<file path="src/rtl/pcu_pkg.sv">
package pcu_pkg;
  typedef enum logic [2:0] {
    OP_HOLD,
    OP_INC,
    OP_GOTO,
    OP_PCLW,
    OP_CALL,
    OP_RET
  } flow_op_e;
endpackage

</file>
<file path="src/rtl/pcu_flow_arb.sv">
module pcu_flow_arb
  import pcu_pkg::*;
(
  input  logic     en,
  input  logic     ret_req,
  input  logic     call_req,
  input  logic     goto_req,
  input  logic     pclw_req,
  output flow_op_e op
);
  always_comb begin
    if (!en)           op = OP_HOLD;
    else if (ret_req)  op = OP_RET;
    else if (call_req) op = OP_CALL;
    else if (goto_req) op = OP_GOTO;
    else if (pclw_req) op = OP_PCLW;
    else               op = OP_INC;
  end


  always_comb begin
    if (op == OP_INC) begin
      inc_only_when_idle_chk: assert (!(ret_req || call_req || goto_req || pclw_req));
    end
    if (op == OP_HOLD) begin
      hold_only_when_off_chk: assert (!en);
    end
  end
endmodule

</file>
<file path="src/rtl/pcu_pc_core.sv">
module pcu_pc_core
  import pcu_pkg::*;
#(
  parameter int ADDR_W = 9,
  parameter int LOW_W  = 8
) (
  input  logic              clk,
  input  logic              rst,
  input  flow_op_e          op,
  input  logic [ADDR_W-1:0] target,
  input  logic [ADDR_W-1:0] ret_addr,
  output logic [ADDR_W-1:0] pc_q,
  output logic [ADDR_W-1:0] pc_inc
);
  localparam logic [ADDR_W-1:0] RESET_PC = {ADDR_W{1'b1}};

  logic [ADDR_W-1:0] low_tgt;
  logic [ADDR_W-1:0] pc_d;

  always_comb begin
    low_tgt = '0;
    low_tgt[LOW_W-1:0] = target[LOW_W-1:0];
  end

  assign pc_inc = pc_q + ADDR_W'(1);

  always_comb begin
    case (op)
      OP_INC:  pc_d = pc_inc;
      OP_GOTO: pc_d = target;
      OP_PCLW: pc_d = low_tgt;
      OP_CALL: pc_d = low_tgt;
      OP_RET:  pc_d = ret_addr;
      default: pc_d = pc_q;
    endcase
  end

  always_ff @(posedge clk) begin
    if (rst) pc_q <= RESET_PC;
    else     pc_q <= pc_d;
  end

  logic rst_d;
  always_ff @(posedge clk) rst_d <= rst;


  always @(posedge clk) begin
    if (rst_d) begin
      reset_pc_chk: assert (pc_q == RESET_PC);
    end
  end


  inc_step_chk: assert property (@(posedge clk) disable iff (rst)
    op == OP_INC |=> pc_q == ADDR_W'($past(pc_q) + 1'b1));


  hold_pc_chk: assert property (@(posedge clk) disable iff (rst)
    op == OP_HOLD |=> $stable(pc_q));


  goto_load_chk: assert property (@(posedge clk) disable iff (rst)
    op == OP_GOTO |=> pc_q == $past(target));


  low_load_chk: assert property (@(posedge clk) disable iff (rst)
    (op == OP_CALL || op == OP_PCLW) |=>
      (pc_q[ADDR_W-1:LOW_W] == '0 && pc_q[LOW_W-1:0] == $past(target[LOW_W-1:0])));


  ret_load_chk: assert property (@(posedge clk) disable iff (rst)
    op == OP_RET |=> pc_q == $past(ret_addr));
endmodule

</file>
<file path="src/rtl/pcu_ret_stack.sv">
module pcu_ret_stack #(
  parameter int ADDR_W  = 9,
  parameter int STACK_W = 9,
  parameter int DEPTH   = 2
) (
  input  logic                         clk,
  input  logic                         rst,
  input  logic                         push,
  input  logic                         pop,
  input  logic [ADDR_W-1:0]            push_val,
  output logic [DEPTH-1:0][ADDR_W-1:0] lvl
);
  logic [STACK_W-1:0] mem [DEPTH];

  for (genvar i = 0; i < DEPTH; i++) begin : g_lvl
    if (i == 0) begin : g_head
      always_ff @(posedge clk) begin
        if (rst)       mem[i] <= '0;
        else if (push) mem[i] <= push_val[STACK_W-1:0];
        else if (pop)  mem[i] <= mem[i+1];
      end
    end else if (i == DEPTH-1) begin : g_tail
      always_ff @(posedge clk) begin
        if (rst)       mem[i] <= '0;
        else if (push) mem[i] <= mem[i-1];
      end
    end else begin : g_mid
      always_ff @(posedge clk) begin
        if (rst)       mem[i] <= '0;
        else if (push) mem[i] <= mem[i-1];
        else if (pop)  mem[i] <= mem[i+1];
      end
    end

    if (STACK_W < ADDR_W) begin : g_narrow
      assign lvl[i] = {{(ADDR_W-STACK_W){1'b0}}, mem[i]};
    end else begin : g_full
      assign lvl[i] = mem[i];
    end
  end

  logic rst_d;
  always_ff @(posedge clk) rst_d <= rst;


  always @(posedge clk) begin
    if (rst_d) begin
      reset_stack_chk: assert (lvl[0] == '0 && lvl[DEPTH-1] == '0);
    end
  end


  push_shift_chk: assert property (@(posedge clk) disable iff (rst)
    push |=> (lvl[0][STACK_W-1:0] == $past(push_val[STACK_W-1:0]) && lvl[1] == $past(lvl[0])));


  pop_shift_chk: assert property (@(posedge clk) disable iff (rst)
    (pop && !push) |=> (lvl[0] == $past(lvl[1]) && $stable(lvl[DEPTH-1])));


  idle_stack_chk: assert property (@(posedge clk) disable iff (rst)
    (!push && !pop) |=> $stable(lvl));
endmodule

</file>
<file path="src/rtl/flow_pc_unit.sv">
module flow_pc_unit
  import pcu_pkg::*;
#(
  parameter int ADDR_W  = 9,
  parameter int LOW_W   = 8,
  parameter int STACK_W = 9
) (
  input  logic              clk,
  input  logic              rst,
  input  logic              step_en,
  input  logic              ret_req,
  input  logic              call_req,
  input  logic              goto_req,
  input  logic              pclw_req,
  input  logic [ADDR_W-1:0] target,
  output logic [ADDR_W-1:0] pc_q,
  output logic [LOW_W-1:0]  pc_low,
  output logic [ADDR_W-1:0] stk_lvl1,
  output logic [ADDR_W-1:0] stk_lvl2
);
  localparam int DEPTH = 2;

  flow_op_e                    op;
  logic [ADDR_W-1:0]           pc_inc;
  logic [DEPTH-1:0][ADDR_W-1:0] lvl;

  pcu_flow_arb u_arb (
    .en       (step_en),
    .ret_req  (ret_req),
    .call_req (call_req),
    .goto_req (goto_req),
    .pclw_req (pclw_req),
    .op       (op)
  );

  pcu_pc_core #(.ADDR_W(ADDR_W), .LOW_W(LOW_W)) u_core (
    .clk      (clk),
    .rst      (rst),
    .op       (op),
    .target   (target),
    .ret_addr (lvl[0]),
    .pc_q     (pc_q),
    .pc_inc   (pc_inc)
  );

  pcu_ret_stack #(.ADDR_W(ADDR_W), .STACK_W(STACK_W), .DEPTH(DEPTH)) u_stack (
    .clk      (clk),
    .rst      (rst),
    .push     (op == OP_CALL),
    .pop      (op == OP_RET),
    .push_val (pc_inc),
    .lvl      (lvl)
  );

  assign pc_low   = pc_q[LOW_W-1:0];
  assign stk_lvl1 = lvl[0];
  assign stk_lvl2 = lvl[1];
endmodule

</file>
<file path="config.mk">
export PLATFORM = sky130hd
export DESIGN_NAME = flow_pc_unit
export DESIGN_NICKNAME = d
export VERILOG_FILES = /design/src/rtl/pcu_pkg.sv /design/src/rtl/pcu_flow_arb.sv /design/src/rtl/pcu_pc_core.sv /design/src/rtl/pcu_ret_stack.sv /design/src/rtl/flow_pc_unit.sv
export SDC_FILE = /design/constraint.sdc
export NUM_CORES = 1
export LEC_CHECK = 0
export CORE_MARGIN = 2
export CORE_UTILIZATION = 43
export CTS_CLUSTER_SIZE = 40
export DETAILED_ROUTE_END_ITERATION = 12
export DONT_BUFFER_PORTS = 1
export PLACE_DENSITY = 0.67
export SYNTH_ARGS = -nofsm -noshare
export SYNTH_HDL_FRONTEND = slang
export SYNTH_SLANG_ARGS = --single-unit
export TNS_END_PERCENT = 50
</file>
<file path="constraint.sdc">
create_clock -name clk -period 2.9 [get_ports clk]
set_input_delay 0.435 -clock clk [delete_from_list [all_inputs] [get_ports clk]]
set_output_delay 0.435 -clock clk [all_outputs]
set_load 0.02 [all_outputs]
</file>
==> impl_metrics.py, run 1 <==
metrics = {
    "run_status": {
        "status": "finished clean",
    },
    "route": {
        "drcViolationCount": 0,
        "wl_met2_microns": 1635,
        "wl_per_cell_microns": 18.91,
        "ant_nets": 0,
        "m1WireLength_microns": 1493,
        "dr_wl_met3_microns": 251,
        "drt_iter0_drc": 54,
        "num_vias": 1070,
        "drt_wl_total_microns": 3404,
        "dr.pass1.iters": 4,
        "vias_per_cell": 5.944,
        "dr.max_layer_used": "met4",
    },
    "yosys": {
        "syn-cell-area_sq_um": 1466,
        "synth_nets": 161,
        "synth_async_sr_flop_share_pct": 0,
        "netlist_instances": 144,
        "synth-edff-count": 18,
        "synth_cell_types": 35,
        "avgSynthCellArea_sq_um": 10.18,
        "yosys_warnings": 0,
        "yosysSeqAreaShare_pct": 49.15,
        "ys_ff_latch": 27,
        "ys.flop_type": "edfxtp_1",
    },
    "sta": {
        "final_hold_viol_count": 0,
        "fmax_mhz": 523.7,
        "fin_crit_ns": 1.909,
        "setup_viol": 0,
        "tns_ns": 0,
        "slew_viol_final": 0,
        "skew_ns": 0.001626,
        "fin_crit_sh_pct": 65.84,
        "relSlewSlack_pct": 52.97,
        "max_slew.worst_pin.slew_ns": 0.7041,
        "rsz0062_at_grt": "false",
    },
    "worst_setup_path": {
        "cp-start-kind": "flop",
        "r2r_cells": 5,
        "crit_type": "reg -> reg",
        "end_kind": "flop",
        "critPathMaxStageDelay_ns": 0.72,
        "crit_fanout": 8,
        "crit_chain": "ha_1 > and3_4 > nand3_1 > xor2_1 > o21ai_0",
        "reg2reg_from": "u_core.pc_q[0]$_SDFFE_PP1P_",
        "cp.arrival_ns": 1.99,
        "rr_endpoint": "u_stack.mem[0][6]$_DFFE_PP_",
        "slowest_stage": "dfxtp_1",
        "worstPathRequired_ns": 2.98,
        "r2r_slack_ns": 0.99,
    },
    "cts": {
        "cts_resized": 0,
        "cts_made_buffers": 3,
        "clkTransAtPathRegs_ns": 0.14,
        "cts.sinks": 27,
        "hold_buffers": 0,
        "clockBufferDepth": 2,
        "cts_tree": "done",
        "cts_setup_buffers": 0,
        "cts_htree_levels": 1,
        "root_buffer": "clkbuf_4",
        "clock_latency_ns": 0.31,
    },
    "power": {
        "p_total_uw": 821.7,
        "p_per_area_nw_per_um2": 563.2,
        "peakVddDrop_mv": 0.2204,
        "p_leak_uw": 0.0005390,
    },
    "floorplan": {
        "core_area_sq_um": 3311,
        "num_rows": 21,
        "start_util_pct": 44.29,
        "die_y_microns": 62.40,
        "die_area_sq_um": 3893,
        "die_w_microns": 62.40,
        "ioPinCount": 51,
    },
    "grt": {
        "grt_antenna_before_repair": 0,
        "grt_pass1_vias": 1015,
        "grt_pass1_wl_microns": 5340,
        "grt_max_degree": 17,
        "overflow": 0,
        "grtUsageTotal_pct": 17.31,
    },
    "flow_run": {
        "cap_violations": 0,
    },
    "place": {
        "place_congestion": 0.8279,
        "dpl.hpwl_microns": 2621,
        "dpl-instance-area_sq_um": 1433,
        "port_buffers": 0,
        "place_inst": 176,
    },
    "worst_hold_path": {
        "hold-path-cell-count": 2,
        "worstHoldStart": "rst",
        "hp-class": "in -> reg",
        "whs_endpoint": "u_core.pc_q[4]$_SDFFE_PP1P_",
    },
    "finish": {
        "regArea_sq_um": 720.7,
        "fin_nets": 152,
        "antenna_cells": 0,
        "stdcell_area_sq_um": 1459,
        "syn2layout_area_growth_pct": -0.5119,
        "final_cell_mix": "20 x nand2_1, 18 x edfxtp_1, 11 x o21ai_0",
        "final_common_cell": "nand2_1",
        "layout-drive-gt1-share_pct": 8.955,
        "utilization_pct": 44.07,
        "multi_input_area_sq_um": 635.6,
        "fillers": 346,
        "fin_cells": 180,
    },
}
==> Yosys cell counts, types with 3 or more instances <==
master | count | share of area (%)
nand2_1 | 20 | 5.1
a221oi_1 | 7 | 4.2
buf_2 | 4 | 1.4
dfxtp_1 | 9 | 12
a21oi_1 | 6 | 2.0
nor2_1 | 4 | 1.0
and3_1 | 10 | 4.3
buf_4 | 8 | 4.1
xnor2_1 | 5 | 3.0
nor3_1 | 4 | 1.4
inv_1 | 3 | 0.77
edfxtp_1 | 18 | 37
o21ai_0 | 11 | 3.8
o21ai_1 | 5 | 1.7
and3_4 | 3 | 2.3
==> through the flow <==
step | worst slack, ns | hold slack (ns)
2_1_floorplan | 1.216 | 0.6147
3_3_place_gp | 1.079 | 0.5509
3_5_place_dp | 1.026 | 0.5559
4_1_cts | 1.004 | 0.2281
5_1_grt | 0.9027 | 0.2078
6_report | 0.9906 | 0.2249
==> power by group <==
group	leakage, uW	total, uW	internal, uW	switching (uW)
registers	0.000267	522	442	80.0
clock network	0.0000150	161	53.7	108
logic	0.000257	139	62.0	76.5
==> how the worst max path moves through the flow <==
stage                                 from                          end  slack [ns]  depth (start not counted)
2_1_floorplan  u_core.pc_q[0]$_SDFFE_PP1P_  u_core.pc_q[8]$_SDFFE_PP1P_        1.22                          5
3_3_place_gp   u_core.pc_q[0]$_SDFFE_PP1P_  u_core.pc_q[8]$_SDFFE_PP1P_        1.08                          5
4_1_cts        u_core.pc_q[0]$_SDFFE_PP1P_  u_core.pc_q[8]$_SDFFE_PP1P_        1.00                          5
5_1_grt        u_core.pc_q[0]$_SDFFE_PP1P_  u_stack.mem[0][8]$_DFFE_PP_        0.90                          5
6_report       u_core.pc_q[0]$_SDFFE_PP1P_  u_stack.mem[0][6]$_DFFE_PP_        0.99                          5
3_5_place_dp   u_core.pc_q[0]$_SDFFE_PP1P_  u_core.pc_q[8]$_SDFFE_PP1P_        1.03                          5
==> sequential cells by signal, indices dropped and copies added, names as in the netlist <==
name,count
u_core.pc_q,9
u_stack.mem,18
==> logic make-up after synthesis <==
family	count (synthesis)	share of synthesized area (%)
AO/OA/AOI/OAI	39	18.60
AND/OR/NAND/NOR	52	19.71
XOR/XNOR	7	4.181
buffers and inverters	18	7.509
adder cells (fa/ha/maj)	1	0.8531
flip-flops	27	49.15
==> final cells by class <==
cell class | instances | share of cell area, %
clock buffers | 4 | 1.801
flip-flops and latches | 27 | 49.40
well taps | 46 | 3.945
multi-input cells | 99 | 43.57
inverters | 3 | 0.7719
repair buffers | 1 | 0.5146
==> critical path: cells and delay by family, from the launching register on <==
family / cells / cell delay [ns]
flip-flops: 1 / 0.72
adder cells (fa/ha/maj): 1 / 0.32
AND/OR/NAND/NOR: 2 / 0.32
XOR/XNOR: 1 / 0.21
AO/OA/AOI/OAI: 1 / 0.10
==> layer usage <==
metal	track usage, %	up-vias
met2	28.94	39
met1	22.83	518
li1	-	509
met5	0	-
met3	4.505	4
met4	3.611	0
Power figures use the tool's default switching activity.
==> run 2: changes to the inputs <==
--- a/config.mk
+++ b/config.mk
@@ -10,7 +10,7 @@
 export CTS_CLUSTER_SIZE = 40
 export DETAILED_ROUTE_END_ITERATION = 12
 export DONT_BUFFER_PORTS = 1
-export PLACE_DENSITY = 0.67
+export PLACE_DENSITY = 0.69
 export SYNTH_ARGS = -nofsm -noshare
 export SYNTH_HDL_FRONTEND = slang
 export SYNTH_SLANG_ARGS = --single-unit
==> constraint.sdc (replaced) <==
create_clock -name clk -period 1.55 [get_ports clk]
set_input_delay 0.2325 -clock clk [delete_from_list [all_inputs] [get_ports clk]]
set_output_delay 0.2325 -clock clk [all_outputs]
set_load 0.02 [all_outputs]
==> run 2 against run 1 <==
Hold slack worse by 0.20 ns. Critical path depth unchanged. Maximum frequency increased by 28%. Combinational power grew to 2.7 times the previous value.
==> impl_metrics.py, run 2 (synthesized netlist as in run 1, its figures left out) <==
metrics = {
    "finish": {
        "fin_cells": 193,
        "top_regs": "u_stack.mem: 18 flops, u_core.pc_q: 9 flops",
        "layout-drive-gt1-share_pct": 19.05,
        "fin_nets": 165,
        "final_common_cell": "nand2_1",
        "fillers": 327,
        "final_cell_mix": "20 x nand2_1, 18 x edfxtp_1, 14 x buf_4",
        "antenna_cells": 0,
        "largest-register": "u_stack.mem",
        "syn2layout_area_growth_pct": 7.338,
        "largest_reg_flops": 18,
    },
    "worst_hold_path": {
        "worstHoldStart": "rst",
        "whs_endpoint": "u_core.pc_q[2]$_SDFFE_PP1P_",
        "hold-path-cell-count": 2,
        "hp-class": "in -> reg",
    },
    "sta": {
        "fmax_mhz": 672.4,
        "fin_crit_sh_pct": 95.95,
        "finalWorstSetupSlack_ns": 0.06275,
        "tns_ns": 0,
        "setup_viol": 0,
        "final_hold_viol_count": 0,
        "slew_viol_final": 0,
        "rsz0062_at_grt": "false",
        "max_slew.worst_pin.slew_ns": 0.5700,
        "relSlewSlack_pct": 61.86,
        "skew_ns": 0.001633,
        "fin_crit_ns": 1.487,
    },
    "floorplan": {
        "die_y_microns": 62.40,
        "die_w_microns": 62.40,
        "num_rows": 21,
        "ioPinCount": 51,
        "core_area_sq_um": 3311,
        "die_area_sq_um": 3893,
        "start_util_pct": 44.29,
    },
    "worst_setup_path": {
        "crit_fanout": 5,
        "reg2reg_from": "u_core.pc_q[0]$_SDFFE_PP1P_",
        "cp-start-kind": "flop",
        "r2r_cells": 5,
        "end_kind": "flop",
        "worstPathRequired_ns": 1.78,
        "r2r_slack_ns": 0.06,
        "crit_type": "reg -> reg",
        "rr_endpoint": "u_core.pc_q[8]$_SDFFE_PP1P_",
        "cp.arrival_ns": 1.71,
    },
    "route": {
        "wl_per_cell_microns": 17.68,
        "drcViolationCount": 0,
        "vias_per_cell": 5.907,
        "num_vias": 1140,
        "dr.pass1.iters": 4,
        "ant_nets": 0,
        "drt_iter0_drc": 63,
        "drt_wl_total_microns": 3413,
    },
    "power": {
        "p_per_area_nw_per_um2": 1006,
        "p_leak_uw": 0.0006004,
        "peakVddDrop_mv": 0.5084,
    },
    "cts": {
        "cts_made_buffers": 3,
        "clockBufferDepth": 2,
        "hold_buffers": 0,
        "root_buffer": "clkbuf_4",
        "clkTransAtPathRegs_ns": 0.14,
        "cts.sinks": 27,
        "cts_htree_levels": 1,
        "clock_latency_ns": 0.31,
        "cts_tree": "done",
    },
    "place": {
        "port_buffers": 0,
        "dpl_worst_slack_ns": 0.02273,
        "place_congestion": 0.8799,
        "place_inst": 189,
        "dpl.hpwl_microns": 2702,
    },
    "flow_run": {
        "cap_violations": 0,
    },
    "grt": {
        "grt_pass1_wl_microns": 5589,
        "grt_max_degree": 17,
        "overflow": 0,
        "grt_antenna_before_repair": 0,
        "grtUsageTotal_pct": 17.95,
        "grt_pass1_vias": 1109,
    },
    "run_status": {
        "status": "finished clean",
    },
}
==> run 2: changes by cell type in the layout (fill, tap and decap cells not counted), sizes merged <==
cell  previous run  this run
buf              1        14
==> run 2: worst max-delay path, stage by stage (launching register included) <==
cell and delay, ns:
dfxtp_4 0.38, ha_4 0.17, and3_4 0.19, and3_4 0.19
o32a_1 0.28, o22a_1 0.19
==> run 2: worst max path at each step <==
| stage | from | to | slack [ns] | cells after the start |
|---|---|---|---|---|
| floorplan | u_core.pc_q[0]$_SDFFE_PP1P_ | u_core.pc_q[8]$_SDFFE_PP1P_ | 0.02 | 5 |
| global placement | u_core.pc_q[0]$_SDFFE_PP1P_ | u_core.pc_q[8]$_SDFFE_PP1P_ | 0.05 | 5 |
| detailed placement | u_core.pc_q[0]$_SDFFE_PP1P_ | u_core.pc_q[8]$_SDFFE_PP1P_ | 0.02 | 5 |
| CTS | u_core.pc_q[0]$_SDFFE_PP1P_ | u_core.pc_q[8]$_SDFFE_PP1P_ | 0.002 | 5 |
| global route | u_core.pc_q[0]$_SDFFE_PP1P_ | u_stack.mem[0][7]$_DFFE_PP_ | 0.02 | 5 |
| finish | u_core.pc_q[0]$_SDFFE_PP1P_ | u_core.pc_q[8]$_SDFFE_PP1P_ | 0.06 | 5 |
==> run 2: stage by stage <==
stage	hold slack [ns]	cell area (sq um)	utilization (%)	total power, uW
detailed placement	0.3603	1548	46.75	1300
floorplan	0.4106	1484	-	1227
finish	0.02380	1574	47.54	1584
CTS	0.02170	1574	47.54	1590
global route	0.02410	1574	47.54	1648
global placement	0.3538	1548	46.75	1291
==> run 2: final cells by class <==
type | count | area, sq um | area share (%)
Inverter | 3 | 11.26 | 0.7154
Multi-Input combinational cell | 99 | 648.1 | 41.18
Clock buffer | 4 | 26.28 | 1.669
Timing Repair Buffer | 14 | 105.1 | 6.677
Sequential cell | 27 | 725.7 | 46.10
Tap cell | 46 | 57.56 | 3.657
==> run 2: timing repair <==
item,4_1_cts,5_1_grt
buffers inserted,0,0
setup endpoints to repair,0,1
resized for setup,0,0
==> run 2: report_power, final <==
part | switching [uW] | total, uW | internal, uW
Sequential | 83.9 | 911 | 827
Combinational | 216 | 373 | 157
Clock | 199 | 300 | 101
==> run 2: per-layer routing <==
layer	track usage, %	wire length, microns	vias to the layer above
li1	-	-	538
met1	23.80	1412	554
met2	29.35	1685	40
met3	3.784	259	8
met4	6.111	55	0
met5	0	0	-
==> run 3: changes to the inputs <==
--- a/config.mk
+++ b/config.mk
@@ -6,11 +6,11 @@
 export NUM_CORES = 1
 export LEC_CHECK = 0
 export CORE_MARGIN = 2
-export CORE_UTILIZATION = 43
+export CORE_UTILIZATION = 55
 export CTS_CLUSTER_SIZE = 40
 export DETAILED_ROUTE_END_ITERATION = 12
 export DONT_BUFFER_PORTS = 1
-export PLACE_DENSITY = 0.69
+export PLACE_DENSITY = 0.82
 export SYNTH_ARGS = -nofsm -noshare
 export SYNTH_HDL_FRONTEND = slang
 export SYNTH_SLANG_ARGS = --single-unit
==> run 3 against run 2 <==
The flow now finishes with violations (hold timing). Critical path depth is 1 higher. Setup slack worse by 0.0076 ns. Clock power is 8.3% higher. Design area is 0.64% lower. Cell count is 8.3% lower. Hold slack worse by 0.030 ns. Sequential share of layout area is 0.38 points higher. Count of clock-buffer cells in the layout is 1 lower. Die area is 20% lower. Sequential power is 0.9% higher. Largest cell class unchanged. Highest routed layer unchanged.
==> impl_metrics.py, run 3 (synthesized netlist as in run 1, its figures left out) <==
metrics = {
    "run_status": {
        "status": "finished with violations",
        "violations": "hold timing",
    },
    "route": {
        "drt_wl_total_microns": 3660,
        "drcViolationCount": 0,
        "ant_nets": 0,
        "wl_per_cell_microns": 20.68,
        "vias_per_cell": 6.791,
        "dr.pass1.iters": 4,
        "num_vias": 1202,
        "drt_iter0_drc": 45,
    },
    "worst_setup_path": {
        "crit_fanout": 4,
        "crit_type": "reg -> reg",
        "cp-start-kind": "flop",
        "cp.arrival_ns": 1.60,
        "end_kind": "flop",
        "reg2reg_from": "u_core.pc_q[0]$_SDFFE_PP1P_",
        "worstPathRequired_ns": 1.66,
        "r2r_cells": 6,
        "rr_endpoint": "u_stack.mem[0][6]$_DFFE_PP_",
        "r2r_slack_ns": 0.06,
    },
    "finish": {
        "final_common_cell": "nand2_1",
        "top_regs": "u_stack.mem: 18 flops, u_core.pc_q: 9 flops",
        "largest-register": "u_stack.mem",
        "utilization_pct": 62.56,
        "layout-drive-gt1-share_pct": 21.09,
        "final_cell_mix": "20 x nand2_1, 18 x edfxtp_1, 14 x buf_4",
        "largest_reg_flops": 18,
        "fin_nets": 165,
        "syn2layout_area_growth_pct": 6.655,
        "antenna_cells": 0,
        "stdcell_area_sq_um": 1564,
    },
    "power": {
        "peakVddDrop_mv": 0.6216,
        "p_per_area_nw_per_um2": 1043,
        "p_total_uw": 1632,
        "p_leak_uw": 0.0006045,
    },
    "grt": {
        "grtUsageTotal_pct": 23.74,
        "grt_pass1_vias": 1169,
        "overflow": 0,
        "grt_max_degree": 17,
        "grt_antenna_before_repair": 0,
        "grt_pass1_wl_microns": 5747,
    },
    "sta": {
        "setup_viol": 0,
        "max_slew.worst_pin.slew_ns": 0.6238,
        "relSlewSlack_pct": 58.26,
        "skew_ns": 0.002587,
        "fin_crit_ns": 1.495,
        "finalWorstSetupSlack_ns": 0.05516,
        "final_hold_viol_count": 2,
        "fmax_mhz": 669.0,
        "fin_crit_sh_pct": 96.44,
        "whs_ns": -0.006561,
        "tns_ns": 0,
        "slew_viol_final": 0,
    },
    "worst_hold_path": {
        "worstHoldStart": "rst",
        "hp-class": "in -> reg",
        "whs_endpoint": "u_core.pc_q[2]$_SDFFE_PP1P_",
        "hold-path-cell-count": 2,
    },
    "floorplan": {
        "ioPinCount": 51,
        "num_rows": 18,
        "core_area_sq_um": 2500,
        "die_y_microns": 55.64,
        "die_w_microns": 55.64,
        "die_area_sq_um": 3095,
        "start_util_pct": 58.66,
    },
    "cts": {
        "hold_buffers": 0,
        "clkTransAtPathRegs_ns": 0.15,
        "clock_latency_ns": 0.34,
        "clockBufferDepth": 2,
        "cts_htree_levels": 1,
        "root_buffer": "clkbuf_4",
        "cts.sinks": 27,
        "cts_made_buffers": 3,
        "cts_tree": "done",
    },
    "place": {
        "dpl_worst_slack_ns": 0.01148,
        "port_buffers": 0,
        "place_congestion": 0.8584,
        "dpl.hpwl_microns": 2761,
        "dpl-instance-area_sq_um": 1513,
    },
    "flow_run": {
        "cap_violations": 0,
    },
}
-- run 3: changes by cell type in the layout (fill, tap and decap cells not counted), sizes merged --
cell	before	now
clkbuf	4	3
clkinv	0	1
-- run 3: worst max-delay path, cell delays in order (launching register included) --
cell	delay (ns)
dfxtp_4	0.39
ha_4	0.17
and3_4	0.18
buf_4	0.14
nand3_1	0.11
xor2_2	0.19
o21ai_0	0.09
-- run 3: how the worst max path moves through the flow --
stage	depth (start not counted)	startpoint	endpoint
after floorplan	5	u_core.pc_q[0]$_SDFFE_PP1P_	u_core.pc_q[8]$_SDFFE_PP1P_
after global placement	5	u_core.pc_q[0]$_SDFFE_PP1P_	u_core.pc_q[8]$_SDFFE_PP1P_
after detailed placement	5	u_core.pc_q[0]$_SDFFE_PP1P_	u_core.pc_q[8]$_SDFFE_PP1P_
after CTS	5	u_core.pc_q[0]$_SDFFE_PP1P_	u_core.pc_q[8]$_SDFFE_PP1P_
after global routing	6	u_core.pc_q[0]$_SDFFE_PP1P_	u_stack.mem[0][6]$_DFFE_PP_
final	6	u_core.pc_q[0]$_SDFFE_PP1P_	u_stack.mem[0][6]$_DFFE_PP_
-- run 3: area by class of cell --
cell class	count	area (sq um)
inverter	3	11.26
multi-input combinational	99	655.6
clock inverter	1	5.005
clock buffer	3	22.52
timing repair buffer	14	105.1
sequential	27	726.9
fill	201	935.9
tap	30	37.54
-- run 3: stage by stage --
| stage | hold slack, ns | cells |
|---|---|---|
| floorplan | 0.4106 | 144 |
| finish | -0.006561 | 177 |
| detailed placement | 0.3472 | 171 |
| CTS | 0.007725 | 177 |
| global placement | 0.3460 | 171 |
| global route | 0.004850 | 177 |
-- run 3: repair_timing --
item	4_1_cts	5_1_grt
setup buffers	2	0
gates resized for setup	0	2
pin swaps	0	1
endpoints found under the setup margin	1	2
hold endpoints to repair	0	0
-- run 3: report_power, final --
part | switching (uW) | total (uW) | leakage (uW) | internal [uW]
clock | 228 | 325 | 0.0000177 | 97.4
sequential | 91.5 | 919 | 0.000266 | 827
combinational | 221 | 387 | 0.000320 | 166
-- run 3: routing by layer --
metal / track usage, % / vias to the layer above / routed length (microns)
met5: 0 / - / 0
met4: 9.408 / 0 / 126
met3: 6.744 / 17 / 383
met2: 39.29 / 92 / 1746
met1: 29.17 / 555 / 1404
li1: - / 538 / -
